==> src/rtl/jit_pkg.sv <==
`timescale 1ns/100ps
package jit_pkg;

  // Period length for a triangle phase step: rising or falling half.
  function automatic int per_of(input bit rising, input int ph,
                                input int pmin, input int span, input int nhalf);
    int step;
    step = (ph * span) / nhalf;
    return rising ? (pmin + step) : (pmin + span - step);
  endfunction

  // On-time in clocks: linear duty share, clipped to three quarters.
  function automatic int on_clocks(input int duty, input int per, input int dw);
    int lin;
    int cap;
    lin = (duty * per) >> dw;
    cap = (3 * per) >> 2;
    return (lin < cap) ? lin : cap;
  endfunction

endpackage

==> src/rtl/jit_tri_gen.sv <==
`timescale 1ns/100ps
module jit_tri_gen #(
  parameter int P_MIN  = 480,
  parameter int SPAN   = 40,
  parameter int N_HALF = 200,
  parameter int PER_W  = 10,
  localparam int PH_W  = (N_HALF > 1) ? $clog2(N_HALF) : 1
) (
  input  logic             clk,
  input  logic             rst_n,
  input  logic             en_i,
  input  logic             adv_i,
  output logic [PER_W-1:0] per_o
);
  logic [PH_W-1:0] ph_q;
  logic            rise_q;
  logic            turn;

  assign turn = (ph_q == PH_W'(N_HALF - 1));

  always_ff @(posedge clk or negedge rst_n) begin
    if (!rst_n) begin
      ph_q   <= '0;
      rise_q <= 1'b1;
    end else if (!en_i) begin
      ph_q   <= '0;
      rise_q <= 1'b1;
    end else if (adv_i) begin
      if (turn) begin
        ph_q   <= '0;
        rise_q <= !rise_q;
      end else begin
        ph_q <= ph_q + 1'b1;
      end
    end
  end

  assign per_o = PER_W'(jit_pkg::per_of(rise_q, int'(ph_q), P_MIN, SPAN, N_HALF));


  rise_mono_chk: assert property (@(posedge clk) disable iff (!rst_n)
    en_i && $past(en_i) && $past(adv_i) && rise_q && $past(rise_q) |-> per_o >= $past(per_o));

  fall_mono_chk: assert property (@(posedge clk) disable iff (!rst_n)
    en_i && $past(en_i) && $past(adv_i) && !rise_q && !$past(rise_q) |-> per_o <= $past(per_o));
endmodule

==> src/rtl/jit_cycle_ctr.sv <==
`timescale 1ns/100ps
module jit_cycle_ctr #(
  parameter int PER_W = 10
) (
  input  logic             clk,
  input  logic             rst_n,
  input  logic             en_i,
  input  logic [PER_W-1:0] per_i,
  output logic [PER_W-1:0] cnt_o,
  output logic             start_o,
  output logic             wrap_o
);
  logic [PER_W-1:0] cnt_q;

  assign wrap_o  = en_i && (cnt_q == per_i - 1'b1);
  assign start_o = en_i && (cnt_q == '0);
  assign cnt_o   = cnt_q;

  always_ff @(posedge clk or negedge rst_n) begin
    if (!rst_n)       cnt_q <= '0;
    else if (!en_i)   cnt_q <= '0;
    else if (wrap_o)  cnt_q <= '0;
    else              cnt_q <= cnt_q + 1'b1;
  end


  cnt_in_period_chk: assert property (@(posedge clk) disable iff (!rst_n)
    en_i |-> cnt_q < per_i);

  cnt_step_chk: assert property (@(posedge clk) disable iff (!rst_n)
    en_i && $past(en_i) && !$past(wrap_o) |-> cnt_q == $past(cnt_q) + 1'b1);
endmodule

==> src/rtl/jit_gate_win.sv <==
`timescale 1ns/100ps
module jit_gate_win #(
  parameter int PER_W    = 10,
  parameter int DUTY_W   = 8,
  parameter int LEB_CLKS = 13
) (
  input  logic              clk,
  input  logic              rst_n,
  input  logic              en_i,
  input  logic              wrap_i,
  input  logic [PER_W-1:0]  cnt_i,
  input  logic [PER_W-1:0]  per_i,
  input  logic [DUTY_W-1:0] duty_i,
  input  logic              term_i,
  output logic              gate_o,
  output logic              blank_o
);
  logic [DUTY_W-1:0] duty_q;
  logic [PER_W-1:0]  on_len;
  logic              cut_q;
  logic              in_blank;
  logic              cut_hit;

  always_ff @(posedge clk or negedge rst_n) begin
    if (!rst_n)                duty_q <= '0;
    else if (!en_i || wrap_i)  duty_q <= duty_i;
  end

  assign on_len   = PER_W'(jit_pkg::on_clocks(int'(duty_q), int'(per_i), DUTY_W));
  assign in_blank = int'(cnt_i) < LEB_CLKS;
  assign gate_o   = en_i && (cnt_i < on_len) && !cut_q;
  assign blank_o  = gate_o && in_blank;
  assign cut_hit  = term_i && gate_o && !in_blank && !wrap_i;

  always_ff @(posedge clk or negedge rst_n) begin
    if (!rst_n)                cut_q <= 1'b0;
    else if (!en_i || wrap_i)  cut_q <= 1'b0;
    else if (cut_hit)          cut_q <= 1'b1;
  end


  duty_cap_chk: assert property (@(posedge clk) disable iff (!rst_n)
    gate_o |-> (4 * int'(cnt_i)) < (3 * int'(per_i)));

  off_when_idle_chk: assert property (@(posedge clk) disable iff (!rst_n)
    !en_i |-> !gate_o && !blank_o);

  blank_in_gate_chk: assert property (@(posedge clk) disable iff (!rst_n)
    blank_o |-> gate_o);

  term_cut_chk: assert property (@(posedge clk) disable iff (!rst_n)
    en_i && $past(en_i && term_i && gate_o && !blank_o && !wrap_i) |-> !gate_o);
endmodule

==> src/rtl/pwm_jitter_osc.sv <==
`timescale 1ns/100ps
module pwm_jitter_osc #(
  parameter int CLK_HZ   = 50_000_000,
  parameter int FSW_HZ   = 100_000,
  parameter int DEV_PCT  = 4,
  parameter int MOD_US   = 4000,
  parameter int DUTY_W   = 8,
  parameter int LEB_CLKS = 13,
  localparam int P_NOM   = CLK_HZ / FSW_HZ,
  localparam int P_DEV   = (P_NOM * DEV_PCT) / 100,
  localparam int P_MIN   = P_NOM - P_DEV,
  localparam int SPAN    = 2 * P_DEV,
  localparam int P_MAX   = P_MIN + SPAN,
  localparam int N_HALF  = (MOD_US * FSW_HZ) / 2_000_000,
  localparam int PER_W   = $clog2(P_MAX + 1)
) (
  input  logic              clk,
  input  logic              rst_n,
  input  logic              en_i,
  input  logic [DUTY_W-1:0] duty_i,
  input  logic              term_i,
  output logic              start_o,
  output logic              gate_o,
  output logic              blank_o,
  output logic [PER_W-1:0]  per_o
);
  logic [PER_W-1:0] cnt;
  logic             wrap;

  jit_tri_gen #(.P_MIN(P_MIN), .SPAN(SPAN), .N_HALF(N_HALF), .PER_W(PER_W)) u_tri (
    .clk(clk), .rst_n(rst_n), .en_i(en_i), .adv_i(wrap), .per_o(per_o)
  );

  jit_cycle_ctr #(.PER_W(PER_W)) u_ctr (
    .clk(clk), .rst_n(rst_n), .en_i(en_i), .per_i(per_o),
    .cnt_o(cnt), .start_o(start_o), .wrap_o(wrap)
  );

  jit_gate_win #(.PER_W(PER_W), .DUTY_W(DUTY_W), .LEB_CLKS(LEB_CLKS)) u_gate (
    .clk(clk), .rst_n(rst_n), .en_i(en_i), .wrap_i(wrap), .cnt_i(cnt),
    .per_i(per_o), .duty_i(duty_i), .term_i(term_i),
    .gate_o(gate_o), .blank_o(blank_o)
  );


  per_range_chk: assert property (@(posedge clk) disable iff (!rst_n)
    per_o >= PER_W'(P_MIN) && per_o <= PER_W'(P_MAX));

  per_hold_chk: assert property (@(posedge clk) disable iff (!rst_n)
    en_i && $past(en_i) && !start_o |-> $stable(per_o));

  idle_per_chk: assert property (@(posedge clk) disable iff (!rst_n)
    $past(!en_i) |-> per_o == PER_W'(P_MIN));
endmodule

==> config.mk <==
export PLATFORM = sky130hd
export DESIGN_NAME = pwm_jitter_osc
export DESIGN_NICKNAME = d
export VERILOG_FILES = /design/src/rtl/jit_pkg.sv /design/src/rtl/jit_tri_gen.sv /design/src/rtl/jit_cycle_ctr.sv /design/src/rtl/jit_gate_win.sv /design/src/rtl/pwm_jitter_osc.sv
export SDC_FILE = /design/constraint.sdc
export NUM_CORES = 1
export LEC_CHECK = 0
export ABC_AREA = 1
export BUFFER_PORTS_ARGS = -buffer_cell sky130_fd_sc_hd__buf_4
export CAP_MARGIN = 15
export CORE_MARGIN = 2
export CORE_UTILIZATION = 40
export CTS_CLUSTER_DIAMETER = 150
export DETAILED_ROUTE_END_ITERATION = 6
export GPL_ROUTABILITY_DRIVEN = 0
export HOLD_SLACK_MARGIN = 0.08
export SETUP_SLACK_MARGIN = 0.5
export SYNTH_ARGS = -nofsm -noshare
export SYNTH_HDL_FRONTEND = slang
export SYNTH_HIERARCHICAL = 1
export SYNTH_SLANG_ARGS = --single-unit
export TNS_END_PERCENT = 10
==> constraint.sdc <==
create_clock -name clk -period 15.39 [get_ports clk]
set_clock_uncertainty 0.1 [all_clocks]
set_input_delay 0.7695 -clock clk [delete_from_list [all_inputs] [get_ports clk]]
set_output_delay 0.7695 -clock clk [all_outputs]
set_load 0.03 [all_outputs]
Yosys cells after proc, flatten, opt, wreduce, memory -nomap -nowiden. Cells that the tools add are included.

Logic and storage cells: 50. Flip-flop bits (word level): 28. Input bits: 12. Output and inout bits: 13.

Multipliers: 3. Muxes and demuxes: 12. Reduce and logical (&&, ||, !) cells: 17. Eq/ne operators: 4. Magnitude comparators: 3. Add/sub/neg operators: 5. Divide/modulo/power cells: 1.

Operators with widths (count): $mux W10 (4); $div A32 B9 Y32 const B (1); $lt A24 B30 Y1 (1); $mux W8 (3); $mul A8 B10 Y18 (1); $mul A2 B10 Y12 const A (1); $mul A8 B3 Y11 const B (1); $add A10 B1 Y10 const B (1); $add A10 B10 Y10 const A (1); $eq A10 B10 Y1 (1); $logic_not A10 Y1 (1); $lt A10 B10 Y1 (1); $lt A10 B4 Y1 const B (1); $sub A10 B1 Y10 const B (1); $sub A10 B10 Y10 const A (1); $add A8 B1 Y8 const B (1); $eq A8 B8 Y1 const B (1); $logic_and A1 B1 Y1 (8); $logic_not A1 Y1 (5); $mux W1 (5); $ne A2 B1 Y1 const B (2); $reduce_and A2 Y1 (1); $reduce_bool A2 Y1 (1); $logic_or A1 B1 Y1 (1).

Longest topological paths before layout. Gate-level depths: netlist of run 1.

Depth after elaboration: 15. Mapped depth: 89.

By module. The synthesis of run 1 kept the hierarchy.

Modules (own cells, without submodules): jit_gate_win (cells each 550, area an instance 3962.6 um^2, seq. area each 225.2 um^2, times used 1); jit_tri_gen (cells each 351, area an instance 2134.5 um^2, seq. area each 226.5 um^2, times used 1); jit_cycle_ctr (cells each 183, area an instance 1116.1 um^2, seq. area each 250.2 um^2, times used 1).

Worst setup path after synthesis of run 1. No wires, ideal clock.

Kind: flip-flop to output port. Start: register u_tri.ph_q[1]. End: output port gate_o. Data required time: 14521 ps. Cell stages (with the launch flop): 80. Arrival time: 12475 ps. Setup slack: 2045 ps. Path buffers: 2. Cell sequence: dfrtp_1 > ha_1 > ha_1 > fa_1 > nand2_1 > nand3_1 > nand2_1 > nand2_1 > a31oi_1 > ha_1 > o21ai_4 > nand3_4 > nand2_2 > nand2_4 > nor2_2 > nand2_2 > nand3_4 > nand2_4 > [44 not listed] > nand2_1 > inv_1 > o21ai_0 > nand2_1 > nor2_1 > nand2_4 > buf_2 > nand2_1 > o21ai_0 > ha_1 > nand2_1 > inv_1 > nand2_1 > inv_1 > nand3_1 > nand4_1 > a21oi_1 > a21boi_0.

Longest elaborated chain between the ends: 10. Elaborated cells between the ends (all ways): 12.

RTL lines: start: declaration (RTL line jit_tri_gen.sv:15) `logic [PH_W-1:0] ph_q;`; start signal: assignment (RTL line jit_tri_gen.sv:33) `ph_q <= ph_q + 1'b1;`; $mul A8 B3 Y11 (*) (RTL line jit_pkg.sv:8) `step = (ph * span) / nhalf;`; $div A32 B9 Y32 (*) (RTL line jit_pkg.sv:8); $sub A10 B10 Y10 / $add A10 B10 Y10 (equally long branches) (RTL line jit_pkg.sv:9) `return rising ? (pmin + step) : (pmin + span - step);`; $mux W10 (*) (RTL line jit_pkg.sv:9); net per_o[0] (RTL line pwm_jitter_osc.sv:25) `output logic [PER_W-1:0] per_o`; $mul A8 B10 Y18 / $mul A2 B10 Y12 (equally long branches) (RTL line jit_pkg.sv:16, jit_pkg.sv:17); $lt A24 B30 Y1 (RTL line jit_pkg.sv:18) `return (lin < cap) ? lin : cap;`; $mux W10 (*) (RTL line jit_pkg.sv:18); $lt A10 B10 Y1 (*) (RTL line jit_gate_win.sv:31) `assign gate_o = en_i && (cnt_i < on_len) && !cut_q;`; $logic_and A1 B1 Y1 (*) (2 in series) (RTL line jit_gate_win.sv:31); end: declaration (RTL line pwm_jitter_osc.sv:23) `output logic gate_o,`.

Mark *: on every way through the listed nets, which the timed path passes. The rest lies on a longest branch.

Worst setup path after layout of run 1.
Start: register u_tri.ph_q[1]. End: output port gate_o.

Longest elaborated chain between the ends: 10. Elaborated cells between the ends (all ways): 12.

RTL lines (RTL line): $mul A8 B3 Y11 (*) (jit_pkg.sv:8); $div A32 B9 Y32 (*) (jit_pkg.sv:8); $sub A10 B10 Y10 / $add A10 B10 Y10 (equally long branches) (jit_pkg.sv:9); $mux W10 (*) (jit_pkg.sv:9); $mul A8 B10 Y18 / $mul A2 B10 Y12 (equally long branches) (jit_pkg.sv:16, jit_pkg.sv:17); $lt A24 B30 Y1 (jit_pkg.sv:18); $mux W10 (*) (jit_pkg.sv:18); $lt A10 B10 Y1 (*) (jit_gate_win.sv:31); $logic_and A1 B1 Y1 (*) (2 in series) (jit_gate_win.sv:31).

Every way passes the cells marked *; elsewhere a longest branch is shown, timed or not.

==> results of run 1 <==
-- critical path, delay by kind of cell (launching register included) --
kind                       cells  cell delay [ns]
AOI/OAI and AO/OA             11             1.84
xor gates and xnor gates       2             0.62
adders and majority gates     11             4.27
buffers and inverters         10             0.62
DFF                            1             0.48
and+or+nand+nor               40             4.49
-- sequential cells by signal, summed over array words and instances, names as in the netlist --
name / flops
u_gate/duty_q: 8
u_ctr/cnt_o: 10
u_tri/rise_q: 1
u_gate/cut_q: 1
u_tri/ph_q: 8
-- timing repair --
action	CTS	global route
buffers inserted	0	0
endpoints found under the setup margin	0	2
resized for setup	0	2
-- per-stage QoR --
step                      instances  setup WS [ns]  hold WS, ns  instance area, sq um  total power, uW
after floorplan                1084           2.05        0.374                  7210              584
after global placement         1323           2.06        0.407                  7630              713
after detailed placement       1323           1.83        0.408                  7630              714
after CTS                      1327           1.49        0.325                  7740              802
after global routing           1327          0.531        0.336                  7750              905
final                          1327           1.89        0.306                  7750              796
-- power by group --
| part | switching, uW | internal, uW | leakage [uW] |
|---|---|---|---|
| logic | 388 | 238 | 0.00428 |
| clock network | 29.7 | 52.0 | 0.0000511 |
| registers | 11.1 | 76.9 | 0.000367 |
| total | 429 | 367 | 0.00469 |
-- path summary, 6_finish.rpt --
kind                                            from  cells after the start                       end  slack, ns
hold / removal                                 rst_n                      1  u_gate/cut_q$_DFFE_PN0P_       0.31
setup reg to reg           u_tri/ph_q[1]$_DFFE_PN0P_                     74  u_gate/cut_q$_DFFE_PN0P_       3.09
max in group asynchronous                      rst_n                      1  u_tri/rise_q$_DFFE_PN1P_      14.54
hold reg to reg             u_gate/cut_q$_DFFE_PN0P_                      2  u_gate/cut_q$_DFFE_PN0P_       0.43
setup / recovery           u_tri/ph_q[1]$_DFFE_PN0P_                     74                    gate_o       1.89
min in group clk            u_gate/cut_q$_DFFE_PN0P_                      2  u_gate/cut_q$_DFFE_PN0P_       0.43
-- synth_stat cells (all sizes together), types with 2 or more instances --
library cell / instances / area, sq um
o21ai: 32 / 179
nand3b: 2 / 15.0
fa: 49 / 981
mux2: 9 / 101
clkbuf: 15 / 56.3
and2: 2 / 12.5
a21oi: 39 / 221
a21o: 2 / 22.5
dfrtp: 27 / 676
a211oi: 2 / 15.0
nand4: 29 / 194
ha: 83 / 1040
nor2: 75 / 359
o21bai: 2 / 15.0
xnor2: 17 / 168
inv: 252 / 951
buf: 5 / 43.8
nand3: 78 / 493
or2: 4 / 25.0
xor2: 15 / 131
a21boi: 2 / 15.0
nand2: 326 / 1380
nor3: 7 / 35.0
a31oi: 2 / 12.5
-- layer usage --
| metal | GRT usage (%) | share of wire [%] | up-vias |
|---|---|---|---|
| li1 | - | - | 3363 |
| met1 | 27.1 | 50 | 2881 |
| met2 | 29.4 | 44 | 125 |
| met3 | 2.49 | 5.0 | 10 |
| met4 | 2.31 | 1.2 | 0 |
| met5 | 0 | 0 | - |
-- kinds of logic after synthesis --
| kind of cell | synth area share [%] |
|---|---|
| and+or+nand+nor | 35.1 |
| buffers and inverters | 14.6 |
| adders and majority gates | 28.0 |
| AOI/OAI and AO/OA | 6.99 |
| xor gates and xnor gates | 4.15 |
| DFF | 9.73 |
| muxes | 1.41 |
-- layout make-up --
cell class	count	area share [%]
Timing Repair Buffer	30	2.90
Sequential cell	28	9.05
Inverter	253	12.3
Clock buffer	3	0.968
Multi-Input combinational cell	783	70.7
Clock inverter	1	0.387
Tap cell	229	3.69
==> flow_summary.yaml, run 1 <==
run_status:
  status: "completed"
global_routing:
  antenna_found_initial: 0
  grt_pass1_wl_mm: 29.5
  overflow: 0
  grt_pass1_vias: 5981
  grt_max_degree: 29
  grt_use_total_pct: 18.3
timing:
  period_share_pct: 87.7
  rsz0062_at_grt: "false"
  fin_tns_setup_ns: 0
  min_period_ns: 13.50
  maxSlewHeadroom_pct: 57.8
  clock.fmax_mhz: 74.1
  worstMarginPinSlew_ns: 0.627
  setup_viol: 0
  maxSlewViolCount: 0
  timing_hold_violations_final: 0
cells_and_area:
  final_cell_mix: "nand2_1 (290), inv_1 (235), ha_1 (83)"
  layout-drive-gt1-share_pct: 13.0
  final_common_cell: "nand2_1"
  final_util_pct: 43.5
  insertedDiodeCount: 0
  fin_nets: 1243
  regArea_sq_um: 702
  synthToLayoutAreaGrowth_pct: 7.51
  multiInputGateArea_sq_um: 5480
  num-fill-cells: 1839
die:
  dieArea_sq_um: 19100
  core.rowCount: 49
  initial_utilization_pct: 40.4
  fp.dieW_microns: 138
  io_pins: 25
  die_y_microns: 138
  core_sq_um: 17800
drt:
  vias: 6379
  wl_per_cell_microns: 12.8
  wl_mm: 17.0
  drt_iter0_drc: 426
  route.detailed.drc: 0
  first_pass_iters: 6
  viasPerCell: 4.81
  antenna_left: 0
synth:
  yosys_warnings: 6
  synth_cell_types: 51
  syn_avg_cell_area_sq_um: 6.65
  async_flop_share_pct: 100
  synth_edf_count: 0
  synth_seq_cells: 28
  syn-num-nets: 1228
  synth_seq_area_share_pct: 9.73
  synth.cell_area_sq_um: 7210
  synthCells: 1084
  ys.flop_type: "dfrtp_1"
placement:
  hpwl_mm: 13.6
  port-buffer-count: 24
cts:
  cts_buffers: 3
  path_clk_slew_ns: 0.08
  cts_buffer_depth: 2
  cts_tree: "done"
  cts_sinks: 28
  cts_root_buf: "clkbuf_16"
  clk_latency_ns: 0.27
  cts_hold_buf: 0
  htreeDepth: 1
setup_path:
  slowest_stage: "fa_1"
  crit_path_end_kind: "output pin"
  crit_top_cell: "nand2_1"
  cp.required_ns: 14.52
  criticalPathCategory: "flip-flop to output pin"
  start_kind: "flip-flop"
  crit_fanout: 19
  max_stage_delay_ns: 0.54
  arrival_ns: 12.63
power_and_ir_drop:
  ir_drop_v: 0.0000819
  powerDensity_nw_per_um2: 103
  leakagePower_uw: 0.00469
hold_path:
  hold_class: "input pin to async pin"
job:
  max_cap_violations: 0
Power figures use the tool's default switching activity.
==> run 2, diff against run 1 <==
==> constraint.sdc (replaced) <==
create_clock -name clk -period 15.39 [get_ports clk]
set_clock_uncertainty 0.1 [all_clocks]
set_input_delay 1.539 -clock clk [delete_from_list [all_inputs] [get_ports clk]]
set_output_delay 1.539 -clock clk [all_outputs]
set_load 0.03 [all_outputs]
==> flow_summary.yaml, run 2 (synthesis results as in run 1) <==
run_status:
  status: "completed"
setup_path:
  crit_fanout: 19
  critPathTopFamily: "simple AND/OR/NAND/NOR gates"
  crit_buf_inv: 12
  crit_path_end_kind: "output pin"
  start_kind: "flip-flop"
  reg2regPathDepth: 80
  max_stage_delay_ns: 0.55
  cp_num_cells: 80
  criticalPathCategory: "flip-flop to output pin"
  cp.required_ns: 13.75
  arrival_ns: 12.22
  slowest_stage: "fa_1"
  crit_top_cell: "nand2_1"
cts:
  clk_latency_ns: 0.28
  cts_buffers: 3
  cts_tree: "done"
  htreeDepth: 1
  cts_buffer_depth: 2
  path_clk_slew_ns: 0.09
  cts_sinks: 28
  cts_root_buf: "clkbuf_16"
timing:
  worstMarginPinSlew_ns: 0.703
  min_period_ns: 13.86
  period_share_pct: 90.0
  whs_ns: 0.438
  fin_tns_setup_ns: 0
  rsz0062_at_grt: "false"
  setup_viol: 0
  maxSlewHeadroom_pct: 52.7
  clock.fmax_mhz: 72.2
  timing_hold_violations_final: 0
  maxSlewViolCount: 0
global_routing:
  grt_use_total_pct: 18.5
  grt_max_degree: 29
  overflow: 0
  grt_pass1_wl_mm: 29.8
  grt_pass1_vias: 6096
  antenna_found_initial: 0
drt:
  vias: 6465
  drt_iter0_drc: 360
  wl_per_cell_microns: 13.0
  viasPerCell: 4.85
  first_pass_iters: 5
  antenna_left: 0
  wl_mm: 17.4
  route.detailed.drc: 0
die:
  die_y_microns: 138
  core_sq_um: 17800
  io_pins: 25
  core.rowCount: 49
  fp.dieW_microns: 138
  initial_utilization_pct: 40.4
  dieArea_sq_um: 19100
placement:
  port-buffer-count: 24
  hpwl_mm: 14.0
job:
  max_cap_violations: 0
power_and_ir_drop:
  leakagePower_uw: 0.00471
  powerDensity_nw_per_um2: 103
  ir_drop_v: 0.0000701
cells_and_area:
  layout-drive-gt1-share_pct: 14.4
  insertedDiodeCount: 0
  regArea_sq_um: 703
  multiInputGateArea_sq_um: 5520
  fin_nets: 1248
  final_cell_mix: "nand2_1 (288), inv_1 (234), ha_1 (83)"
  largest_register_ffs: 10
  final_common_cell: "nand2_1"
  synthToLayoutAreaGrowth_pct: 8.64
  num-fill-cells: 1866
hold_path:
  holdPathStages: 2
  hold_class: "flip-flop to flip-flop"
[run 2: cell types whose count changed in the layout (fill, tap and decap cells not counted), sizes merged]
| cell | delta |
|---|---|
| buf | +5 |
| clkinvlp | +1 |
| inv | -1 |
[run 2: final cells by class]
cell class,count,area share [%]
Clock buffer,3,0.958
Tap cell,229,3.66
Timing Repair Buffer,35,3.40
Clock inverter,1,0.383
Multi-Input combinational cell,783,70.4
Inverter,253,12.2
Sequential cell,28,8.97
[run 2: repair_timing]
item	in CTS	in global routing
setup buffers	0	4
endpoints found under the setup margin	0	2
hold buffers	0	0
resized for setup	0	16
[run 2: final timing paths]
| path | startpoint | end | slack (ns) |
|---|---|---|---|
| min in group asynchronous | rst_n | u_gate/cut_q$_DFFE_PN0P_ | 1.07 |
| hold / removal | u_gate/cut_q$_DFFE_PN0P_ | u_gate/cut_q$_DFFE_PN0P_ | 0.44 |
| hold reg to reg | u_gate/cut_q$_DFFE_PN0P_ | u_gate/cut_q$_DFFE_PN0P_ | 0.44 |
| max in group asynchronous | rst_n | u_tri/rise_q$_DFFE_PN1P_ | 13.78 |
| setup reg to reg | u_tri/ph_q[1]$_DFFE_PN0P_ | u_gate/cut_q$_DFFE_PN0P_ | 3.54 |
| setup / recovery | u_tri/ph_q[1]$_DFFE_PN0P_ | gate_o | 1.53 |
[run 2: worst reg2reg max path, delay by kind of cell (launching register included)]
kind	cells	cell delay [ns]
adders and majority gates	11	4.17
and+or+nand+nor	49	4.72
AOI/OAI and AO/OA	7	1.14
DFF	1	0.48
xor gates and xnor gates	2	0.44
buffers and inverters	11	0.74
[run 2: per-layer routing]
layer	GRT usage (%)	up-vias	wire, microns
li1	-	3383	-
met1	26.9	2963	8720
met2	30.5	104	7680
met3	2.18	15	769
met4	2.47	0	182
met5	0	-	0
[run 2: through the flow]
| stage | total power, uW | utilization, % | instance area (sq um) | instances | setup WS [ns] |
|---|---|---|---|---|---|
| 6_report | 805 | 43.9 | 7840 | 1332 | 1.53 |
| 5_1_grt | 916 | 43.9 | 7840 | 1332 | 0.497 |
| 3_5_place_dp | 718 | 42.8 | 7640 | 1324 | 1.34 |
| 3_3_place_gp | 713 | 42.8 | 7640 | 1324 | 1.55 |
| 2_1_floorplan | 584 | - | 7210 | 1084 | 1.28 |
| 4_1_cts | 807 | 43.4 | 7740 | 1328 | 0.994 |
[run 2: power by group]
group	leakage (uW)	total, uW	internal, uW	switching, uW
combinational	0.00430	633	241	392
sequential	0.000365	88.0	76.9	11.2
clock	0.0000511	83.3	52.1	31.2
==> run 3, diff against run 2 <==
==> constraint.sdc (replaced) <==
create_clock -name clk -period 12 [get_ports clk]
set_clock_uncertainty 0.1 [all_clocks]
set_input_delay 1.2 -clock clk [delete_from_list [all_inputs] [get_ports clk]]
set_output_delay 1.2 -clock clk [all_outputs]
set_load 0.03 [all_outputs]
==> flow_summary.yaml, run 3 (synthesis results as in run 1) <==
drt:
  wl_mm: 18.9
  antenna_left: 0
  wl_met2_mm: 8.67
  top_layer: "met4"
  wl_met1_mm: 9.26
  wl_met3_microns: 670
  first_pass_iters: 5
  vias: 6882
  drt_iter0_drc: 276
  route.detailed.drc: 0
  wl_per_cell_microns: 13.0
  viasPerCell: 4.73
placement:
  placed_cell_area_sq_um: 8610
  port-buffer-count: 24
  hpwl_mm: 14.9
run_status:
  status: "finished with violations"
  violations: "setup timing"
hold_path:
  holdPathStages: 2
  hold_class: "flip-flop to flip-flop"
  min_to: "u_gate/cut_q$_DFFE_PN0P_"
  hold_path_startpoint: "u_gate/cut_q$_DFFE_PN0P_"
power_and_ir_drop:
  pwr-share-clk_pct: 7.3
  powerDensity_nw_per_um2: 150
  leakagePower_uw: 0.00543
  ir_drop_v: 0.000178
  power_frac_comb_pct: 84.8
  switching_power_uw: 688
  switching_share_pct: 48.6
  seqPwrFrac_pct: 7.9
  p_int_uw: 728
die:
  io_pins: 25
  dieArea_sq_um: 19100
  core.rowCount: 49
  fp.dieW_microns: 138
  die_y_microns: 138
  core_sq_um: 17800
  initial_utilization_pct: 40.4
cells_and_area:
  post-route-cell-area_sq_um: 9430
  final_util_pct: 52.8
  insertedDiodeCount: 0
  synthToLayoutAreaGrowth_pct: 30.7
  layout-drive-gt1-share_pct: 30.2
  largest_register_ffs: 10
  final_cell_mix: "nand2_1 (262), inv_1 (226), buf_4 (146)"
  fin_nets: 1372
  final_common_cell: "nand2_1"
timing:
  clock.fmax_mhz: 79.0
  rsz0062_at_grt: "true"
  maxSlewViolCount: 0
  maxSlewHeadroom_pct: 54.2
  min_period_ns: 12.65
  setup_viol: 2
  period_share_pct: 105
  fin_ws_ns: -0.655
  timing_hold_violations_final: 0
  worstMarginPinSlew_ns: 0.680
setup_path:
  criticalPathCategory: "flip-flop to output pin"
  crit_buf_inv: 12
  slowest_stage: "fa_1"
  crit_path_end_kind: "output pin"
  critPathTopFamily: "simple AND/OR/NAND/NOR gates"
  crit_top_cell: "nand2_2"
  reg2regPathDepth: 73
  arrival_ns: 11.35
  max_stage_delay_ns: 0.50
  r2r-end: "u_gate/cut_q$_DFFE_PN0P_"
  timing.rr.start: "u_tri/ph_q[2]$_DFFE_PN0P_"
  start_kind: "flip-flop"
  cp.required_ns: 10.70
  r2r_slack_ns: 0.84
  crit_fanout: 8
global_routing:
  antenna_found_initial: 0
  grt_max_degree: 29
  grt_pass1_vias: 6812
  overflow: 0
  grt_use_total_pct: 20.0
  grt_pass1_wl_mm: 32.2
cts:
  cts_buffers: 3
  htreeDepth: 1
  cts_root_buf: "clkbuf_16"
  cts_sinks: 28
  cts_tree: "done"
  path_clk_slew_ns: 0.08
  clk_latency_ns: 0.27
  cts_buffer_depth: 2
  cts_hold_buf: 0
job:
  max_cap_violations: 0
-- run 3: cell count changes in the layout (fill, tap and decap cells not counted), moves of 10 or more --
cell / change
ha_4: +17
buf_6: +10
nand2_1: -26
nand3_2: +11
nand2_2: +16
ha_1: -17
nand3_1: -15
buf_4: +112
-- run 3: worst max-delay path by stage --
stage / cells past startpoint / end / startpoint
final: 77 / gate_o / u_tri/ph_q[2]$_DFFE_PN0P_
after global routing: 82 / gate_o / u_tri/ph_q[4]$_DFFE_PN0P_
after CTS: 73 / gate_o / u_tri/ph_q[3]$_DFFE_PN0P_
after detailed placement: 69 / gate_o / u_tri/ph_q[3]$_DFFE_PN0P_
after global placement: 69 / gate_o / u_tri/ph_q[3]$_DFFE_PN0P_
after floorplan: 78 / gate_o / u_tri/ph_q[1]$_DFFE_PN0P_
-- run 3: routing by layer --
layer | GRT usage (%) | vias up
met3 | 2.39 | 17
li1 | - | 3628
met4 | 3.76 | 0
met1 | 28.3 | 3137
met2 | 33.2 | 100
met5 | 0 | -
-- run 3: worst reg2reg max path, delay by kind of cell, from the launching register on --
family / cells / cell delay [ns]
and+or+nand+nor: 44 / 4.61
adders and majority gates: 11 / 3.80
AOI/OAI and AO/OA: 6 / 0.85
buffers and inverters: 10 / 0.75
xor gates and xnor gates: 2 / 0.49
DFF: 1 / 0.46
-- run 3: repair_timing --
action	CTS	global route
setup endpoints to repair	2	3
gates resized for setup	70	31
pin swaps	74	40
setup buffers	16	10
cloned	1	0
-- run 3: area by class of cell --
class / instances / area, sq um
Clock buffer: 3 / 75.1
Clock inverter: 1 / 30.0
Fill cell: 1706 / 8410
Inverter: 253 / 955
Multi-Input combinational cell: 784 / 6130
Sequential cell: 28 / 706
Tap cell: 229 / 287
Timing Repair Buffer: 158 / 1240
-- run 3: power by group through the flow --
stage | clock network [uW] | registers (uW) | logic, uW
after floorplan | 0 | 104 | 687
after global placement | 0 | 114 | 1020
after detailed placement | 0 | 114 | 1040
after CTS | 107 | 113 | 1170
after global routing | 112 | 114 | 1360
final | 103 | 113 | 1200
-- run 3: through the flow --
stage / TNS (ns) / setup slack [ns] / total power (uW) / instances / hold slack [ns]
after floorplan: -0.773 / -0.391 / 790 / 1084 / 0.379
after global routing: -2.78 / -1.40 / 1580 / 1456 / 0.492
final: -1.30 / -0.655 / 1420 / 1456 / 0.426
after detailed placement: -1.10 / -0.556 / 1150 / 1425 / 0.409
after global placement: -0.848 / -0.427 / 1140 / 1425 / 0.415
after CTS: -1.18 / -0.593 / 1390 / 1446 / 0.433
